==> src/rtl/dq_pkg.sv <==
package dq_pkg;
  localparam int WORD_W = 32;
  localparam int PTR_W  = 32;
  localparam int LEN_W  = 16;

  localparam logic [1:0] OWN_SW = 2'd0;
  localparam logic [1:0] OWN_HW = 2'd1;
  localparam logic [1:0] OWN_SE = 2'd2;

  // word offsets inside a descriptor
  localparam int OFF_STAT = 0;
  localparam int OFF_SIZE = 1;
  localparam int OFF_LAST = 2;
  localparam int OFF_DATA = 3;
  localparam int OFF_NEXT = 4;

  typedef enum logic [2:0] {
    OP_DEQ_ANY = 3'd0,
    OP_DEQ_EQ  = 3'd1,
    OP_DEQ_NE  = 3'd2,
    OP_APPEND  = 3'd3,
    OP_REARM   = 3'd4,
    OP_RX_INIT = 3'd5,
    OP_COUNT   = 3'd6
  } dq_op_e;

  typedef enum logic [4:0] {
    S_IDLE, S_DQ_STAT, S_DQ_CHK, S_DQ_LAST, S_DQ_NEXT, S_DQ_UPD,
    S_AP_LAST, S_AP_TERM, S_AP_LINK, S_AR_RD, S_AR_WR,
    S_RX_W0, S_RX_W1, S_RX_W2, S_CN_TEST, S_CN_WAIT
  } dq_state_e;

  function automatic logic is_deq(input dq_op_e op);
    return (op == OP_DEQ_ANY) || (op == OP_DEQ_EQ) || (op == OP_DEQ_NE);
  endfunction
endpackage

==> src/rtl/dq_own_gate.sv <==
module dq_own_gate
  import dq_pkg::*;
(
  input  dq_op_e     mode,
  input  logic [1:0] have,
  input  logic [1:0] want,
  output logic       take
);
  always_comb begin
    case (mode)
      OP_DEQ_EQ: take = (have == want);
      OP_DEQ_NE: take = (have != want);
      default:   take = 1'b1;
    endcase
  end
endmodule

==> src/rtl/dq_len_walker.sv <==
module dq_len_walker
  import dq_pkg::*;
#(
  parameter int MAX_STEPS = 4096
) (
  input  logic             clk,
  input  logic             rst,
  input  logic             clr,
  input  logic             step,
  output logic [LEN_W-1:0] len,
  output logic             at_limit
);
  localparam int SW = $clog2(MAX_STEPS + 1);
  localparam logic [SW-1:0] LIMIT = SW'(MAX_STEPS);

  logic [SW-1:0] steps;

  always_ff @(posedge clk) begin
    if (rst || clr) begin
      len   <= '0;
      steps <= '0;
    end else if (step) begin
      if (len != {LEN_W{1'b1}}) len <= len + 1'b1;
      if (steps != LIMIT) steps <= steps + 1'b1;
    end
  end

  assign at_limit = (steps == LIMIT);

  AST_LEN_SATURATE: assert property (@(posedge clk) disable iff (rst)
    (step && !clr && len == {LEN_W{1'b1}}) |=> (len == {LEN_W{1'b1}}));
endmodule

==> src/rtl/dq_chain_mgr.sv <==
module dq_chain_mgr
  import dq_pkg::*;
#(
  parameter int          MEM_AW      = 10,
  parameter logic [31:0] TERM_PTR    = 32'h0000_0000,
  parameter int          BLOCK_BYTES = 320,
  parameter int          MAX_STEPS   = 4096
) (
  input  logic              clk,
  input  logic              rst,
  input  logic              cmd_valid,
  input  logic [2:0]        cmd_op,
  input  logic [1:0]        cmd_own,
  input  logic [31:0]       cmd_desc,
  output logic              busy,
  output logic              done,
  output logic              res_valid,
  output logic [31:0]       res_ptr,
  output logic [15:0]       res_len,
  output logic              res_err,
  output logic [31:0]       head_ptr,
  output logic              q_empty,
  output logic              mem_en,
  output logic              mem_we,
  output logic [MEM_AW-1:0] mem_addr,
  output logic [31:0]       mem_wdata,
  input  logic [31:0]       mem_rdata
);
  localparam logic [LEN_W-1:0] BLK_LEN = LEN_W'(BLOCK_BYTES);

  function automatic logic [MEM_AW-1:0] wa(input logic [PTR_W-1:0] p, input int off);
    return p[MEM_AW+1:2] + MEM_AW'(off);
  endfunction

  dq_state_e         st;
  dq_op_e            op_in, op_q;
  logic [1:0]        own_q;
  logic [PTR_W-1:0]  desc_q, head_q, tail_q, walk_q, newtail_q;
  logic              done_q, res_valid_q, res_err_q;
  logic [PTR_W-1:0]  res_ptr_q;
  logic [LEN_W-1:0]  res_len_q;
  logic              take, walk_clr, walk_step, at_limit;
  logic [LEN_W-1:0]  walk_len;
  logic              accept, op_ok;

  assign op_in  = dq_op_e'(cmd_op);
  assign op_ok  = (cmd_op <= 3'd6);
  assign accept = (st == S_IDLE) && cmd_valid && op_ok;

  dq_own_gate u_gate (
    .mode (op_q),
    .have (mem_rdata[1:0]),
    .want (own_q),
    .take (take)
  );

  assign walk_clr  = accept && (op_in == OP_COUNT);
  assign walk_step = (st == S_CN_TEST) && (walk_q != TERM_PTR) && !at_limit;

  dq_len_walker #(.MAX_STEPS(MAX_STEPS)) u_walk (
    .clk      (clk),
    .rst      (rst),
    .clr      (walk_clr),
    .step     (walk_step),
    .len      (walk_len),
    .at_limit (at_limit)
  );

  always_ff @(posedge clk) begin
    if (rst) begin
      st          <= S_IDLE;
      op_q        <= OP_DEQ_ANY;
      own_q       <= OWN_SW;
      desc_q      <= '0;
      head_q      <= TERM_PTR;
      tail_q      <= TERM_PTR;
      walk_q      <= TERM_PTR;
      newtail_q   <= TERM_PTR;
      done_q      <= 1'b0;
      res_valid_q <= 1'b0;
      res_err_q   <= 1'b0;
      res_ptr_q   <= '0;
      res_len_q   <= '0;
    end else begin
      done_q <= 1'b0;
      case (st)
        S_IDLE: begin
          if (accept) begin
            res_valid_q <= 1'b0;
            res_err_q   <= 1'b0;
            op_q        <= op_in;
            own_q       <= cmd_own;
            desc_q      <= cmd_desc;
            if (is_deq(op_in)) begin
              if (head_q == TERM_PTR) begin
                done_q    <= 1'b1;
                res_ptr_q <= '0;
              end else begin
                st <= (op_in == OP_DEQ_ANY) ? S_DQ_LAST : S_DQ_STAT;
              end
            end else begin
              case (op_in)
                OP_APPEND:  st <= S_AP_LAST;
                OP_REARM:   st <= S_AR_RD;
                OP_RX_INIT: st <= S_RX_W0;
                default: begin
                  walk_q <= head_q;
                  st     <= S_CN_TEST;
                end
              endcase
            end
          end
        end
        S_DQ_STAT: st <= S_DQ_CHK;
        S_DQ_CHK: begin
          if (take) st <= S_DQ_LAST;
          else begin
            done_q <= 1'b1;
            st     <= S_IDLE;
          end
        end
        S_DQ_LAST: st <= S_DQ_NEXT;
        S_DQ_NEXT: st <= S_DQ_UPD;
        S_DQ_UPD: begin
          head_q      <= mem_rdata;
          res_ptr_q   <= head_q;
          res_valid_q <= 1'b1;
          done_q      <= 1'b1;
          st          <= S_IDLE;
        end
        S_AP_LAST: st <= S_AP_TERM;
        S_AP_TERM: begin
          newtail_q <= mem_rdata;
          st        <= S_AP_LINK;
        end
        S_AP_LINK: begin
          if (head_q == TERM_PTR) head_q <= desc_q;
          tail_q <= newtail_q;
          done_q <= 1'b1;
          st     <= S_IDLE;
        end
        S_AR_RD: st <= S_AR_WR;
        S_AR_WR: begin
          done_q <= 1'b1;
          st     <= S_IDLE;
        end
        S_RX_W0: st <= S_RX_W1;
        S_RX_W1: st <= S_RX_W2;
        S_RX_W2: begin
          done_q <= 1'b1;
          st     <= S_IDLE;
        end
        S_CN_TEST: begin
          if (walk_q == TERM_PTR) begin
            res_len_q <= walk_len;
            done_q    <= 1'b1;
            st        <= S_IDLE;
          end else if (at_limit) begin
            res_len_q <= walk_len;
            res_err_q <= 1'b1;
            done_q    <= 1'b1;
            st        <= S_IDLE;
          end else begin
            st <= S_CN_WAIT;
          end
        end
        S_CN_WAIT: begin
          walk_q <= mem_rdata;
          st     <= S_CN_TEST;
        end
        default: st <= S_IDLE;
      endcase
    end
  end

  always_comb begin
    mem_en    = 1'b0;
    mem_we    = 1'b0;
    mem_addr  = '0;
    mem_wdata = '0;
    case (st)
      S_DQ_STAT: begin mem_en = 1'b1; mem_addr = wa(head_q, OFF_STAT); end
      S_DQ_LAST: begin mem_en = 1'b1; mem_addr = wa(head_q, OFF_LAST); end
      S_DQ_NEXT: begin mem_en = 1'b1; mem_addr = wa(mem_rdata, OFF_NEXT); end
      S_AP_LAST: begin mem_en = 1'b1; mem_addr = wa(desc_q, OFF_LAST); end
      S_AP_TERM: begin
        mem_en = 1'b1; mem_we = 1'b1;
        mem_addr = wa(mem_rdata, OFF_NEXT); mem_wdata = TERM_PTR;
      end
      S_AP_LINK: begin
        if (head_q != TERM_PTR) begin
          mem_en = 1'b1; mem_we = 1'b1;
          mem_addr = wa(tail_q, OFF_NEXT); mem_wdata = desc_q;
        end
      end
      S_AR_RD: begin mem_en = 1'b1; mem_addr = wa(desc_q, OFF_STAT); end
      S_AR_WR: begin
        mem_en = 1'b1; mem_we = 1'b1;
        mem_addr = wa(desc_q, OFF_STAT); mem_wdata = {mem_rdata[31:2], OWN_HW};
      end
      S_RX_W0: begin
        mem_en = 1'b1; mem_we = 1'b1;
        mem_addr = wa(desc_q, OFF_STAT); mem_wdata = {30'd0, OWN_HW};
      end
      S_RX_W1: begin
        mem_en = 1'b1; mem_we = 1'b1;
        mem_addr = wa(desc_q, OFF_SIZE); mem_wdata = {BLK_LEN, 16'd0};
      end
      S_RX_W2: begin
        mem_en = 1'b1; mem_we = 1'b1;
        mem_addr = wa(desc_q, OFF_LAST); mem_wdata = desc_q;
      end
      S_CN_TEST: begin
        if (walk_step) begin mem_en = 1'b1; mem_addr = wa(walk_q, OFF_NEXT); end
      end
      default: ;
    endcase
  end

  assign busy      = (st != S_IDLE);
  assign done      = done_q;
  assign res_valid = res_valid_q;
  assign res_ptr   = res_ptr_q;
  assign res_len   = res_len_q;
  assign res_err   = res_err_q;
  assign head_ptr  = head_q;
  assign q_empty   = (head_q == TERM_PTR);

  AST_EMPTY_DEQ: assert property (@(posedge clk) disable iff (rst)
    (accept && is_deq(op_in) && q_empty) |=> (done && !res_valid && q_empty));
  AST_DONE_IDLE: assert property (@(posedge clk) disable iff (rst)
    done |-> !busy);
  AST_QUIET_IDLE: assert property (@(posedge clk) disable iff (rst)
    !busy |-> !mem_en);
  AST_REARM_KEEP: assert property (@(posedge clk) disable iff (rst)
    (st == S_AR_WR) |-> (mem_we && mem_wdata[31:2] == mem_rdata[31:2] && mem_wdata[1:0] == OWN_HW));
endmodule

==> config.mk <==
export PLATFORM = sky130hd
export DESIGN_NAME = dq_chain_mgr
export DESIGN_NICKNAME = d
export VERILOG_FILES = /design/src/rtl/dq_pkg.sv /design/src/rtl/dq_own_gate.sv /design/src/rtl/dq_len_walker.sv /design/src/rtl/dq_chain_mgr.sv
export SDC_FILE = /design/constraint.sdc
export NUM_CORES = 1
export LEC_CHECK = 0
export ABC_CLOCK_PERIOD_IN_PS = 3700
export BUFFER_PORTS_ARGS = -buffer_cell sky130_fd_sc_hd__buf_2
export CAP_MARGIN = 20
export CORE_UTILIZATION = 52
export CTS_CLUSTER_SIZE = 28
export DETAILED_ROUTE_END_ITERATION = 8
export HOLD_SLACK_MARGIN = 0.02
export MAX_ROUTING_LAYER = met4
export PLACE_DENSITY = 0.76
export SKIP_CTS_REPAIR_TIMING = 1
export SLEW_MARGIN = 20
export SYNTH_ARGS = -nofsm -noshare
export SYNTH_HDL_FRONTEND = slang
export SYNTH_HIERARCHICAL = 1
export SYNTH_SLANG_ARGS = --single-unit
==> constraint.sdc <==
create_clock -name clk -period 3.7 [get_ports clk]
set_clock_uncertainty 0.15 [all_clocks]
set_input_delay 0.925 -clock clk [delete_from_list [all_inputs] [get_ports clk]]
set_output_delay 0.925 -clock clk [all_outputs]
set_load 0.01 [all_outputs]
==> results.md <==
* Status: finished with violations
* Failing checks: setup timing
* Compound-cell area share of the yosys netlist at 0.2085
* Reg-to-reg slack, setup at 0.39 ns
* Worst-path clk slew at 0.06 ns
* F_max at 259.8 MHz
* TritonCTS clock tree: done
* Cell family with most CP delay: simple AND/OR/NAND/NOR gates
* Unrepaired setup endpoints after global routing: true
* Via-to-Cell Ratio at 6.195
* Clk buf depth at 3
* Reg-to-reg endpoint: walk_q[20]
* Max VDD drop at 0.7816 mV
* Tightest Pin Transition at 1.113 ns
* Reg2Reg Depth at 8
* Tcrit/Tclk final at 1.040
* Pwr Total at 10100 uW
* Ys Warns at 6
* Setup CP Type: reg2out
* Max-slew violations at 0
* Main combinational cell family by area after synthesis: simple AND/OR/NAND/NOR gates
* H-Tree Depth at 1
* Startpoint Class: flip-flop
* Async set or reset register ratio after synthesis at 0
* CP cell instances: nand2b_4 > a21oi_4 > o221ai_2 > or4_4 > or4b_4 > nand2_4 > buf_6
* Root buffer cell: clkbuf_16
* Gpl congestion at 1.050
* Pleak at 0.005553 uW
* First-pass GRT wire length at 54.86 mm
* Post-route setup slack at -0.1496 ns
* # rows at 51
* Syn avg cell area at 7.916 um^2
* Main synth FF type: dfxtp_1
* Post-synth design cell area at 0.01035 mm^2
* Min-Delay Path Class: reg2reg
* Routed via count at 11160
* Period minus WS final at 3.850 ns
* Pre-antenna DRT Iters at 7
* Max Cap Viol at 0
* Layout cells sized above 1 at 0.2591
* Fin cells at 1802
* ANT nets after route at 0
* Synth Instances at 1307
* Die area at 0.02046 mm^2
* # clock sinks at 205
* RR Startpoint: st[2]
* Number of global-route vias before repair at 9869
* Post-DR wirelength/cell at 20.49 um
* CP Max Fanout at 6
* Clock latency on the worst-skew pair at 0.51 ns
* Overall Global Routing Usage at 0.3567
* WP buf/inv at 1
* Post-synthesis mux area share at 0.05128
* Die H at 143.1 um
* Critical path destination: mem_addr[6]
* Die Wd at 143.1 um
* Final Util at 0.6825
* Seq/Total Area, Yosys at 0.3967
* Power Dens Cells at 760.3 mW/mm^2
* Number of flops mapped to enable cells by yosys at 0
* GRT Residual Overflow at 0
* Port Buffers at 200
* Layout overhead on the synthesized area at 28.40%
* Arrival @ worst endpoint at 2.77 ns
* Synth Area in Simple Gates at 0.2501
* Endpoint class of the critical path: output pin
* Core area at 0.01946 mm^2
* Slowest library cell on the worst path: or4_4
* Initial Util at 0.5316
* Total routed wirelength at 36.93 mm
* Worst slew margin at 0.2581
* Setup violators final at 6
* Critical Path Max Stage Delay at 0.54 ns
* TritonCTS Buffers at 22
* Initial antenna violation count at 1
* Layout net count at 1604
* # DRC at 0
* Largest net degree at the start of global routing at 177
* Distinct cells, synth at 69
* Critical Path Stages at 7
* # IOs at 201
* DPL Wire Length at 25.25 mm
* Xor/xnor share of the synthesized area at 0.03555
* Hold Vio Cnt, Final at 0
* Worst Setup SP: st[1]
* Placed Cells at 1741
* 1st-iter DRT viols at 1317
* Synth Area in Adders at 0.01088
* Post-synthesis register bit count at 205
* Syn Nets at 1388
* Req. time, crit path at 2.62 ns
-- area by class of cell --
cell class	count	area [um^2]
fill	1628	6178
tap	265	331.6
timing repair buffer	295	1908
clock buffer	30	641.9
sequential	205	4128
multi-input combinational	984	6146
inverter	15	56.30
antenna	1	2.502
clock inverter	7	70.07
-- worst min path at each step --
stage / from / end / cells after the start
after global routing: newtail_q[9] / tail_q[9] / 2
after detailed placement: newtail_q[3] / tail_q[3] / 2
after CTS: newtail_q[3] / tail_q[3] / 2
final: newtail_q[9] / tail_q[9] / 2
after floorplan: newtail_q[2] / tail_q[2] / 2
after global placement: newtail_q[9] / tail_q[9] / 2
-- worst reg2reg max path, cell delays in order, from the launching register on --
cell	delay (ns)
dfxtp_4	0.37
buf_4	0.25
nor2_2	0.34
nand4_1	0.19
nor3_1	0.71
nand2b_2	0.62
buf_12	0.24
nor2_1	0.07
a211oi_1	0.25
-- per-stage QoR --
stage	setup TNS, ns	hold WS (ns)	instance area [um^2]	setup WS (ns)
floorplan	0	0.2821	10350	0.5407
global placement	0	0.2857	11900	0.2116
detailed placement	0	0.2917	11900	0.2231
CTS	-9.202	0.3009	12610	-0.3720
global route	-1.043	0.3253	13280	-0.2121
finish	-0.3769	0.3025	13280	-0.1496
-- per-layer routing --
metal  up-vias  track usage  wire length, um
li1       5159            -                -
met1      5261       0.4836            15700
met2       636       0.5178            16230
met3       108      0.08048             3759
met4         0       0.1239             1237
met5         -            -                0
-- synthesized netlist by cell type (28+ instances only) --
| library cell | n | area share |
|---|---|---|
| nand2_1 | 233 | 0.085 |
| dfxtp_1 | 205 | 0.40 |
| nor2_1 | 170 | 0.062 |
| a21oi_1 | 86 | 0.042 |
| clkbuf_1 | 68 | 0.025 |
| mux2i_1 | 53 | 0.051 |
| a22oi_1 | 41 | 0.030 |
| a211oi_1 | 35 | 0.025 |
| nand3_1 | 33 | 0.016 |
| a311oi_1 | 32 | 0.027 |
| o21ai_0 | 32 | 0.015 |
| a22o_1 | 28 | 0.024 |
-- kinds of logic (layout without fill, tap and decap cells) --
family / count (synthesis) / in the layout
muxes: 53 / 53
xor gates and xnor gates: 42 / 42
adders and majority gates: 9 / 9
other: 0 / 1
and+or+nand+nor: 565 / 565
buffers and inverters: 118 / 347
DFF: 205 / 205
AOI/OAI and AO/OA: 315 / 315
-- sequential cells by signal (all words and copies together) (netlist names) --
name / count
desc_q: 32
done: 1
head_ptr: 32
newtail_q: 10
op_q: 3
own_q: 2
res_err: 1
res_len: 16
res_ptr: 32
res_valid: 1
st: 4
tail_q: 10
u_walk/len: 16
u_walk/steps: 13
walk_q: 32
-- cell usage in the layout (no fill, tap or decap), types with 9 or more instances in the layout --
cell type  instances
a21oi_1           86
buf_2            198
a22oi_1           41
mux2i_1           53
dfxtp_1          198
xor2_1            20
nor4_1            12
a311oi_1          32
buf_4             77
xnor2_1           21
or3_1             12
nand3_1           33
a22o_1            28
o21ai_1            9
o22ai_1           11
o21ai_0           28
clkbuf_16         26
nor2_1           164
inv_1             14
a211oi_1          33
nand2_1          231
nand4_1           23
-- report_power, final --
| part | leakage (uW) | internal, uW | switching, uW |
|---|---|---|---|
| Combinational | 0.00354 | 1960 | 2960 |
| Clock | 0.000350 | 1280 | 890 |
| Sequential | 0.00166 | 2540 | 466 |
(Power assumes the default switching activity.)
